[src/rtl/rxs_pkg.sv]
// Shared types and format helpers for the serial receiver.
// Assumes format bits: [1:0] width, [2] long stop, [3] parity on, [5:4] parity rule.
package rxs_pkg;

    typedef enum logic [2:0] {
        RS_IDLE,
        RS_START,
        RS_DATA,
        RS_PAR,
        RS_STOP,
        RS_WAITHI
    } rx_state_t;

    typedef struct packed {
        logic brk;
        logic fe;
        logic pe;
    } rx_err_t;

    // Number of data bits for a width code.
    function automatic logic [3:0] word_bits(input logic [1:0] sel);
        return 4'd5 + {2'b00, sel};
    endfunction

    // Queue level that raises the data-available flag.
    function automatic logic [4:0] thresh_level(input logic [1:0] sel);
        case (sel)
            2'd0:    return 5'd1;
            2'd1:    return 5'd4;
            2'd2:    return 5'd8;
            default: return 5'd14;
        endcase
    endfunction

    // Four character times, in 16x ticks, for a format word.
    function automatic logic [11:0] stall_ticks(input logic [5:0] fmt);
        logic [11:0] ch;
        ch = 12'd16 * (12'd1 + 12'(word_bits(fmt[1:0])) + 12'(fmt[3]));
        if (!fmt[2])               ch = ch + 12'd16;
        else if (fmt[1:0] == 2'd0) ch = ch + 12'd24;
        else                       ch = ch + 12'd32;
        return ch << 2;
    endfunction

endpackage

[src/rtl/rxs_deframer.sv]
// Character deframer: finds the start bit, samples bits at their centres,
// and emits one byte with its error flags per frame.
// Assumes tick_i pulses for one cycle at 16x the bit rate and rx_i is synchronised.
module rxs_deframer
    import rxs_pkg::*;
(
    input  logic       clk,
    input  logic       rst_n,
    input  logic       tick_i,
    input  logic       rx_i,
    input  logic [5:0] fmt_i,
    output logic       push_o,
    output logic [7:0] data_o,
    output rx_err_t    err_o
);

    rx_state_t   state;
    logic [3:0]  tcnt;
    logic [2:0]  bidx;
    logic [7:0]  shreg;
    logic        par_q;
    logic        zero_q;

    logic [3:0]  wl;
    logic [7:0]  aligned;
    logic        ones;
    logic        par_bad;

    // Align the shifted data and judge the parity bit.
    always_comb begin
        wl      = word_bits(fmt_i[1:0]);
        aligned = shreg >> (4'd8 - wl);
        ones    = (^aligned) ^ par_q;
        case (fmt_i[5:4])
            2'd0:    par_bad = ~ones;
            2'd1:    par_bad = ones;
            2'd2:    par_bad = ~par_q;
            default: par_bad = par_q;
        endcase
    end

    // Frame state machine, advanced on each 16x tick.
    always_ff @(posedge clk) begin
        if (!rst_n) begin
            state  <= RS_IDLE;
            tcnt   <= '0;
            bidx   <= '0;
            shreg  <= '0;
            par_q  <= 1'b0;
            zero_q <= 1'b0;
            push_o <= 1'b0;
            data_o <= '0;
            err_o  <= '0;
        end else begin
            push_o <= 1'b0;
            if (tick_i) begin
                case (state)
                    RS_IDLE: begin
                        if (!rx_i) begin
                            state <= RS_START;
                            tcnt  <= '0;
                        end
                    end
                    RS_START: begin
                        if (tcnt == 4'd7) begin
                            tcnt   <= '0;
                            bidx   <= '0;
                            zero_q <= 1'b1;
                            state  <= rx_i ? RS_IDLE : RS_DATA;
                        end else begin
                            tcnt <= tcnt + 4'd1;
                        end
                    end
                    RS_DATA: begin
                        if (tcnt == 4'd15) begin
                            tcnt   <= '0;
                            shreg  <= {rx_i, shreg[7:1]};
                            zero_q <= zero_q & ~rx_i;
                            if (bidx == 3'(wl - 4'd1))
                                state <= fmt_i[3] ? RS_PAR : RS_STOP;
                            else
                                bidx <= bidx + 3'd1;
                        end else begin
                            tcnt <= tcnt + 4'd1;
                        end
                    end
                    RS_PAR: begin
                        if (tcnt == 4'd15) begin
                            tcnt   <= '0;
                            par_q  <= rx_i;
                            zero_q <= zero_q & ~rx_i;
                            state  <= RS_STOP;
                        end else begin
                            tcnt <= tcnt + 4'd1;
                        end
                    end
                    RS_STOP: begin
                        if (tcnt == 4'd15) begin
                            tcnt      <= '0;
                            push_o    <= 1'b1;
                            data_o    <= aligned;
                            err_o.brk <= zero_q & ~rx_i;
                            err_o.fe  <= ~rx_i;
                            err_o.pe  <= fmt_i[3] & par_bad & ~(zero_q & ~rx_i);
                            state     <= rx_i ? RS_IDLE : RS_WAITHI;
                        end else begin
                            tcnt <= tcnt + 4'd1;
                        end
                    end
                    RS_WAITHI: begin
                        if (rx_i) state <= RS_IDLE;
                    end
                    default: state <= RS_IDLE;
                endcase
            end
        end
    end

endmodule

[src/rtl/rxs_store.sv]
// Receive queue holding each byte with its own error flags, plus a count
// of queued bytes that still carry a flag.
// Assumes push_i and pop_i are single-cycle; clr_i wins over everything.
module rxs_store
    import rxs_pkg::*;
#(
    parameter int DEPTH = 16
) (
    input  logic                   clk,
    input  logic                   rst_n,
    input  logic                   en_i,
    input  logic                   clr_i,
    input  logic                   push_i,
    input  logic [7:0]             wdata_i,
    input  rx_err_t                werr_i,
    input  logic                   pop_i,
    input  logic                   hclr_i,
    output logic [7:0]             head_data_o,
    output rx_err_t                head_err_o,
    output logic [$clog2(DEPTH):0] level_o,
    output logic                   full_o,
    output logic                   err_any_o
);

    localparam int PTR_W = $clog2(DEPTH);
    localparam logic [PTR_W:0]   CAP_MAX = (PTR_W + 1)'(DEPTH);
    localparam logic [PTR_W-1:0] PTR_END = PTR_W'(DEPTH - 1);

    logic [7:0]       dmem [DEPTH];
    rx_err_t          emem [DEPTH];
    logic [PTR_W-1:0] wp, rp;
    logic [PTR_W:0]   err_cnt;
    logic             push_ok, pop_ok, hclr_ok, inc, dec, nonempty;

    // Decide which requests take effect this cycle.
    always_comb begin
        nonempty = (level_o != '0);
        full_o   = (level_o >= (en_i ? CAP_MAX : (PTR_W + 1)'(1)));
        push_ok  = push_i & ~full_o & ~clr_i;
        pop_ok   = pop_i & nonempty & ~clr_i;
        hclr_ok  = hclr_i & ~pop_i & nonempty & ~clr_i;
        inc      = push_ok & (|werr_i);
        dec      = (pop_ok | hclr_ok) & (|emem[rp]);
    end

    // Storage writes: new entries and in-place flag clearing of the head.
    always_ff @(posedge clk) begin
        if (push_ok) begin
            dmem[wp] <= wdata_i;
            emem[wp] <= werr_i;
        end
        if (hclr_ok) emem[rp] <= '0;
    end

    // Pointers, level and flagged-entry count.
    always_ff @(posedge clk) begin
        if (!rst_n || clr_i) begin
            wp      <= '0;
            rp      <= '0;
            level_o <= '0;
            err_cnt <= '0;
        end else begin
            if (push_ok) wp <= (wp == PTR_END) ? '0 : wp + 1'b1;
            if (pop_ok)  rp <= (rp == PTR_END) ? '0 : rp + 1'b1;
            level_o <= level_o + {{PTR_W{1'b0}}, push_ok} - {{PTR_W{1'b0}}, pop_ok};
            err_cnt <= err_cnt + {{PTR_W{1'b0}}, inc} - {{PTR_W{1'b0}}, dec};
        end
    end

    assign head_data_o = nonempty ? dmem[rp] : '0;
    assign head_err_o  = nonempty ? emem[rp] : '0;
    assign err_any_o   = (err_cnt != '0);

endmodule

[src/rtl/rxs_chartmo.sv]
// Stall timer: counts 16x ticks while bytes wait untouched and raises a flag
// once the programmed limit is reached.
// Assumes limit_i is non-zero; clear_i marks a read or a flush.
module rxs_chartmo #(
    parameter int CW = 12
) (
    input  logic          clk,
    input  logic          rst_n,
    input  logic          tick_i,
    input  logic          active_i,
    input  logic          restart_i,
    input  logic          clear_i,
    input  logic [CW-1:0] limit_i,
    output logic          flag_o
);

    logic [CW-1:0] cnt;

    // Tick counter with restart on arrivals and clear on reads.
    always_ff @(posedge clk) begin
        if (!rst_n || clear_i) begin
            cnt    <= '0;
            flag_o <= 1'b0;
        end else if (restart_i) begin
            cnt <= '0;
        end else if (tick_i && active_i && !flag_o) begin
            if (cnt == limit_i - 1'b1) begin
                flag_o <= 1'b1;
                cnt    <= '0;
            end else begin
                cnt <= cnt + 1'b1;
            end
        end
    end

endmodule

[src/rtl/serial_rx_core.sv]
// Top of the serial receiver: deframer, flagged queue, stall timer, and the
// line status word with a sticky overrun bit.
// Assumes rx_i is already synchronised to clk and tick16_i is one cycle wide.
module serial_rx_core
    import rxs_pkg::*;
#(
    parameter int DEPTH = 16,
    parameter int TMO_W = 12
) (
    input  logic       clk,
    input  logic       rst_n,
    input  logic       tick16_i,
    input  logic       rx_i,
    input  logic [5:0] fmt_i,
    input  logic       fifo_en_i,
    input  logic [1:0] thr_sel_i,
    input  logic       fifo_clr_i,
    input  logic       rd_en_i,
    input  logic       lsr_rd_i,
    output logic [7:0] rd_data_o,
    output logic [7:0] lsr_o,
    output logic       data_avail_o,
    output logic       char_tmo_o
);

    localparam int LW = $clog2(DEPTH) + 1;

    logic          fr_push;
    logic [7:0]    fr_data;
    rx_err_t       fr_err;
    rx_err_t       hd_err;
    logic [LW-1:0] st_level;
    logic          st_full, st_err_any;
    logic          en_q, flush, ovr_q;
    logic [LW-1:0] thr;

    rxs_deframer u_defr (
        .clk    (clk),
        .rst_n  (rst_n),
        .tick_i (tick16_i),
        .rx_i   (rx_i),
        .fmt_i  (fmt_i),
        .push_o (fr_push),
        .data_o (fr_data),
        .err_o  (fr_err)
    );

    rxs_store #(.DEPTH(DEPTH)) u_store (
        .clk         (clk),
        .rst_n       (rst_n),
        .en_i        (fifo_en_i),
        .clr_i       (flush),
        .push_i      (fr_push),
        .wdata_i     (fr_data),
        .werr_i      (fr_err),
        .pop_i       (rd_en_i),
        .hclr_i      (lsr_rd_i),
        .head_data_o (rd_data_o),
        .head_err_o  (hd_err),
        .level_o     (st_level),
        .full_o      (st_full),
        .err_any_o   (st_err_any)
    );

    rxs_chartmo #(.CW(TMO_W)) u_tmo (
        .clk       (clk),
        .rst_n     (rst_n),
        .tick_i    (tick16_i),
        .active_i  (st_level != '0),
        .restart_i (fr_push & ~st_full),
        .clear_i   ((rd_en_i & (st_level != '0)) | flush),
        .limit_i   (TMO_W'(stall_ticks(fmt_i))),
        .flag_o    (char_tmo_o)
    );

    // Flush on a clear command or on any change of the queue mode.
    assign flush = fifo_clr_i | (fifo_en_i != en_q);

    // Track the queue mode so a change can be seen.
    always_ff @(posedge clk) begin
        if (!rst_n) en_q <= fifo_en_i;
        else        en_q <= fifo_en_i;
    end

    // Sticky overrun: set by a dropped byte, cleared by either status read.
    always_ff @(posedge clk) begin
        if (!rst_n)                    ovr_q <= 1'b0;
        else if (fr_push && st_full)   ovr_q <= 1'b1;
        else if (rd_en_i || lsr_rd_i)  ovr_q <= 1'b0;
    end

    // Threshold in use: programmed level with the queue on, one byte with it off.
    assign thr          = fifo_en_i ? LW'(thresh_level(thr_sel_i)) : LW'(1);
    assign data_avail_o = (st_level >= thr);

    assign lsr_o = {st_err_any, 2'b00, hd_err.brk, hd_err.fe, hd_err.pe,
                    ovr_q, (st_level != '0)};

endmodule

[config.mk]
export PLATFORM = sky130hd
export DESIGN_NAME = serial_rx_core
export DESIGN_NICKNAME = d
export VERILOG_FILES = /design/src/rtl/rxs_pkg.sv /design/src/rtl/rxs_deframer.sv /design/src/rtl/rxs_store.sv /design/src/rtl/rxs_chartmo.sv /design/src/rtl/serial_rx_core.sv
export SDC_FILE = /design/constraint.sdc
export NUM_CORES = 1
export LEC_CHECK = 0
export CORE_ASPECT_RATIO = 0.8
export CORE_MARGIN = 10
export CORE_UTILIZATION = 40
export CTS_BUF_LIST = sky130_fd_sc_hd__clkbuf_8
export CTS_CLUSTER_SIZE = 30
export DETAILED_ROUTE_END_ITERATION = 10
export PLACE_DENSITY = 0.54
export SLEW_MARGIN = 20
export SYNTH_ARGS = -nofsm -noshare
export SYNTH_HDL_FRONTEND = slang
export SYNTH_SLANG_ARGS = --single-unit
[constraint.sdc]
create_clock -name clk -period 5.2 [get_ports clk]
set_input_delay 1.56 -clock clk [delete_from_list [all_inputs] [get_ports clk]]
set_output_delay 1.56 -clock clk [all_outputs]
set_load 0.03 [all_outputs]
==> results by stage, run 1 <==
Logic synthesis:
- After synthesis, the netlist uses 59 different library cells.
- The fraction of post-synthesis cell area in the top cell type by area is 0.342.
- Of all flip-flops after synthesis, the portion carrying an async set or reset was 0.
- The cell with the most instances after synthesis is edfxtp_1.
- After synthesis the cells add up to 11,300 um2.
- For this run, the leading register cell type out of synthesis is edfxtp_1.
- In the synthesized netlist, the cells that appear most often are 128 x edfxtp_1, 117 x dfxtp_1, 98 x nor2_1, 92 x nand2_1, 62 x a21oi_1.
- The proportion of synthesized chip area in sequential cells is 0.550.
- The number of cells produced by synthesis is 946.
- The register bit total from synthesis is 245.
- The average footprint of a synthesized cell is 11.9 um2.
- In the post-synthesis netlist, the biggest area contributors are edfxtp_1 34%, dfxtp_1 21%, mux4_2 11%, ha_1 4.0%, nor2_1 3.3%.
- The cell type with the largest total area after synthesis is edfxtp_1.
- The number of enable flip-flop cells after synthesis is 128.
- For this run, the number of Yosys warnings is 0.

Clock network:
- CTS built an H-tree with a depth of 2.
- Clock tree synthesis selected as its root buffer the cell clkbuf_8.
- The count of hold-fix buffers inserted at cts is 0.
- The clock passes through at most 3 buffers.
- After clock tree synthesis, the setup repair step added 0 buffers.
- The later-pin clock latency in the skew report is 0.55 ns.
- The clock net in this run drives a total of 245 sinks.
- Counting the buffers created by CTS gives 41.
- Clock-pin slew was measured on the worst setup and hold paths at 0.06 ns.
- TritonCTS built the clock tree.

STA:
- The peak clock frequency supported by timing is 209 MHz.
- The count of final setup violators is 0.
- The count of final max-slew check failures is 0.
- For the pin with the worst max-slew slack, the measured transition is 0.898 ns.
- Setup repair after global routing left no endpoint under its margin.
- The final-layout setup total negative slack is 0 ns.
- The tightest slew margin relative to the limit is 0.399.
- The final-report hold violation count is 0.
- The ratio of final minimum period to clock period is 0.921.
- The routed design could run at a clock period as short as 4.79 ns.
- Clock skew on the completed layout was measured at 0.0191 ns.

Floorplan:
- The die is 208 um wide.
- In this run the count of I/O pins placed on the die edge is 34.
- The floorplan step defined a core boundary enclosing 27,500 um2.
- The die covers 35,300 um2.
- The floorplan step set the die height to 170 um.
- The site row count is 54.
- For this configuration, the core starts out at a cell density of 0.409.

Detailed routing:
- The detail-routed net length per standard cell is 17.3 um.
- The count of nets left with antenna violations after detail routing is 0.
- After the first detailed-routing iteration, the DRC count stood at 405.
- After detailed routing, the total wire length is 23,800 um.
- The final route contains 7,103 vias.
- The first-pass iteration count of the detailed router is 5.
- After detailed routing, the number of remaining DRC violations is 0.
- Dividing the detail-routed via count by the number of cells gives 5.15.

Power:
- Summing internal, switching and leakage power gives 3.77 mW.
- The peak ir drop on the vdd network is 185 uV.
- The leakage power figure is 4.85 nW.
- Dividing total power by cell area gives a power density of 297 nW/um2.

Placed design:
- Detailed placement finished with a half-perimeter wire length of 16,500 um.
- The number of input and output port buffers inserted is 31.
- The cell area after placement is 11,900 um2.
- The placer congestion estimate is 0.804.

Critical path:
- For the worst setup path, the data required time is 3.64 ns.
- For flop-to-flop paths, the worst setup slack is 1.12 ns.
- The signal on the critical path passes through clkdlybuf4s50_1, o21ai_0, ha_1, nand2b_1, a21oi_1, nor2b_1, o21ai_0, nand2_1, dlymetal6s2s_1.
- The critical-path cell with the highest stage delay is clkdlybuf4s50_1.
- The worst-path maximum fanout is 3.
- The data arrival time of the worst path is 3.23 ns.
- On the critical path the largest part of the delay comes from buffers and inverters.
- STA classifies the critical path startpoint as an input pin.
- The most common cell type on the critical path is o21ai_0.
- In this design, the stage delay of the slowest critical-path cell is 0.45 ns.
- The critical path is of the in2out type.
- Counting both buffers and inverters, the worst setup path holds a total of 2.
- The worst setup path is captured at an output pin.

Cells and area:
- The number of antenna diodes in the final layout is 0.
- The area overhead of the layout relative to synthesis is 12.7%.
- The sequential cell area in the final layout is 6190 um2.
- The finished cells cover 12,700 um2.
- The number of nets at the end of the flow is 1,038.
- The multi-input combinational cells in the finished layout cover a total of 4670 um2.
- In the final layout, the share of cells above drive strength 1 is 0.134.
- Fill cells in the final layout number 2,496.

Worst hold path:
- The kind of path behind the tightest hold check is reg2reg.

Global routing:
- The overall overflow remaining after global route is 0.
- The initial antenna violation count was 0.
- For this run, the total global-route usage over all layers was measured as 0.136.
- The largest net degree at the start of global routing is 45.
- The via count of the first global-routing pass is 7,076.
- The first global-routing pass estimated 39,200 um of wire.

Status:
- The run finished with clean final reports.

Job:
- The tool flagged a number of max-cap violations equal to 0.
[final timing paths]
kind	from	end	depth (start not counted)
worst min register to register	u_store.emem[6][2]$_SDFFE_PP0P_	u_store.emem[6][2]$_SDFFE_PP0P_	2
worst max-delay path	thr_sel_i[1]	data_avail_o	9
worst max register to register	flip-flop	u_store.err_cnt[4]$_SDFF_PP0_	13
worst min-delay path	u_store.emem[6][2]$_SDFFE_PP0P_	u_store.emem[6][2]$_SDFFE_PP0P_	2
[state kept, by name, indices dropped and copies added (netlist names), named ones only]
register         count
u_tmo.cnt           12
u_store.emem        48
u_defr.state         3
u_defr.zero_q        1
ovr_q                1
u_defr.par_q         1
u_defr.push_o        1
u_store.level_o      5
u_defr.err_o         3
u_defr.bidx          3
u_defr.data_o        8
u_store.err_cnt      5
u_store.wp           4
u_defr.shreg         8
u_defr.tcnt          4
u_store.dmem       128
en_q                 1
u_store.rp           4
u_tmo.flag_o         1
[where the power goes]
| part | internal, mW | leakage (nW) | switching (mW) |
|---|---|---|---|
| combinational | 0.0522 | 1.97 | 0.0673 |
| sequential | 2.02 | 2.42 | 0.00578 |
| clock | 0.844 | 0.455 | 0.787 |
[area by class of cell]
type,instances,share of cell area
inverters,47,0.0139
clock inverters,30,0.0134
multi-input cells,604,0.368
flip-flops and latches,245,0.488
repair buffers,44,0.0333
well taps,364,0.0359
clock buffers,44,0.0477
[tightest hold or removal path: cells and delay by family, from the launching register on]
family,cells,cell delay (ns)
AND/OR/NAND/NOR,1,0.05
flip-flops,1,0.31
AO/OA/AOI/OAI,1,0.05
[timing repair]
action / 4_1_cts / 5_1_grt
endpoints found under the hold margin: 0 / 0
resized for setup: 0 / 1
endpoints found under the setup margin: 0 / 1
[cells in the final DEF, fill, tap and decap left out, types with 3 or more instances in the layout]
| master | Yosys | final |
|---|---|---|
| nor3_1 | 17 | 17 |
| and3_1 | 7 | 7 |
| nor4_1 | 3 | 3 |
| xor2_1 | 17 | 17 |
| inv_8 | 0 | 3 |
| xnor2_1 | 22 | 22 |
| and4_1 | 3 | 3 |
| nand2_1 | 92 | 92 |
| nor3b_1 | 4 | 4 |
| edfxtp_1 | 128 | 128 |
| mux4_2 | 57 | 57 |
| clkbuf_8 | 0 | 44 |
| nand3b_1 | 3 | 3 |
| nand2b_1 | 8 | 8 |
| buf_4 | 5 | 12 |
| nand4_1 | 6 | 6 |
| nor2b_1 | 4 | 4 |
| inv_1 | 46 | 59 |
| nor2_1 | 98 | 98 |
| a31oi_1 | 5 | 5 |
| o21ai_0 | 17 | 17 |
| and2_1 | 21 | 21 |
| ha_1 | 36 | 36 |
| clkinv_1 | 1 | 7 |
| mux2i_1 | 29 | 29 |
| clkdlybuf4s50_1 | 0 | 30 |
| or3_1 | 4 | 4 |
| fa_1 | 3 | 3 |
| a211oi_1 | 3 | 3 |
| a21oi_1 | 62 | 62 |
| clkinv_2 | 0 | 7 |
| nand3_1 | 50 | 50 |
| dfxtp_1 | 117 | 115 |
[metrics by stage]
step           setup slack (ns)  std cells  hold slack, ns  utilization
6_report                  0.413       1378           0.451        0.461
3_5_place_dp             0.0415       1304           0.445        0.433
5_1_grt                   0.254       1378           0.482        0.461
3_3_place_gp             0.0766       1304           0.440        0.433
4_1_cts                  0.0418       1378           0.454        0.461
2_1_floorplan              1.06        947           0.433            -
[routing by layer]
| layer | vias to the layer above | wire length (um) | GRT usage |
|---|---|---|---|
| met5 | - | 0 | 0 |
| met4 | 0 | 402 | 0.0364 |
| met3 | 32 | 1170 | 0.0300 |
| met2 | 137 | 9930 | 0.196 |
| met1 | 3442 | 12300 | 0.199 |
| li1 | 3492 | - | - |
[cells by family (layout without fill, tap and decap cells)]
logic type | count (synthesis) | count (layout) | share of synthesized area
xor gates and xnor gates | 41 | 41 | 0.0338
AOI/OAI and AO/OA | 101 | 101 | 0.0503
buffers and inverters | 98 | 165 | 0.0360
DFF | 245 | 245 | 0.550
and+or+nand+nor | 331 | 331 | 0.138
adders and majority gates | 39 | 39 | 0.0454
muxes | 90 | 90 | 0.147
other | 1 | 2 | 0.000333
Note: power is estimated with default switching activity, not from simulation.
==> run 2: changes to the inputs <==
--- a/config.mk
+++ b/config.mk
@@ -11,6 +11,7 @@
 export CTS_BUF_LIST = sky130_fd_sc_hd__clkbuf_8
 export CTS_CLUSTER_SIZE = 30
 export DETAILED_ROUTE_END_ITERATION = 10
+export GPL_ROUTABILITY_DRIVEN = 0
 export PLACE_DENSITY = 0.54
 export SLEW_MARGIN = 20
 export SYNTH_ARGS = -nofsm -noshare
==> results of run 2 <==
The final DEF is identical to that of run 1; final timing and power are the same.
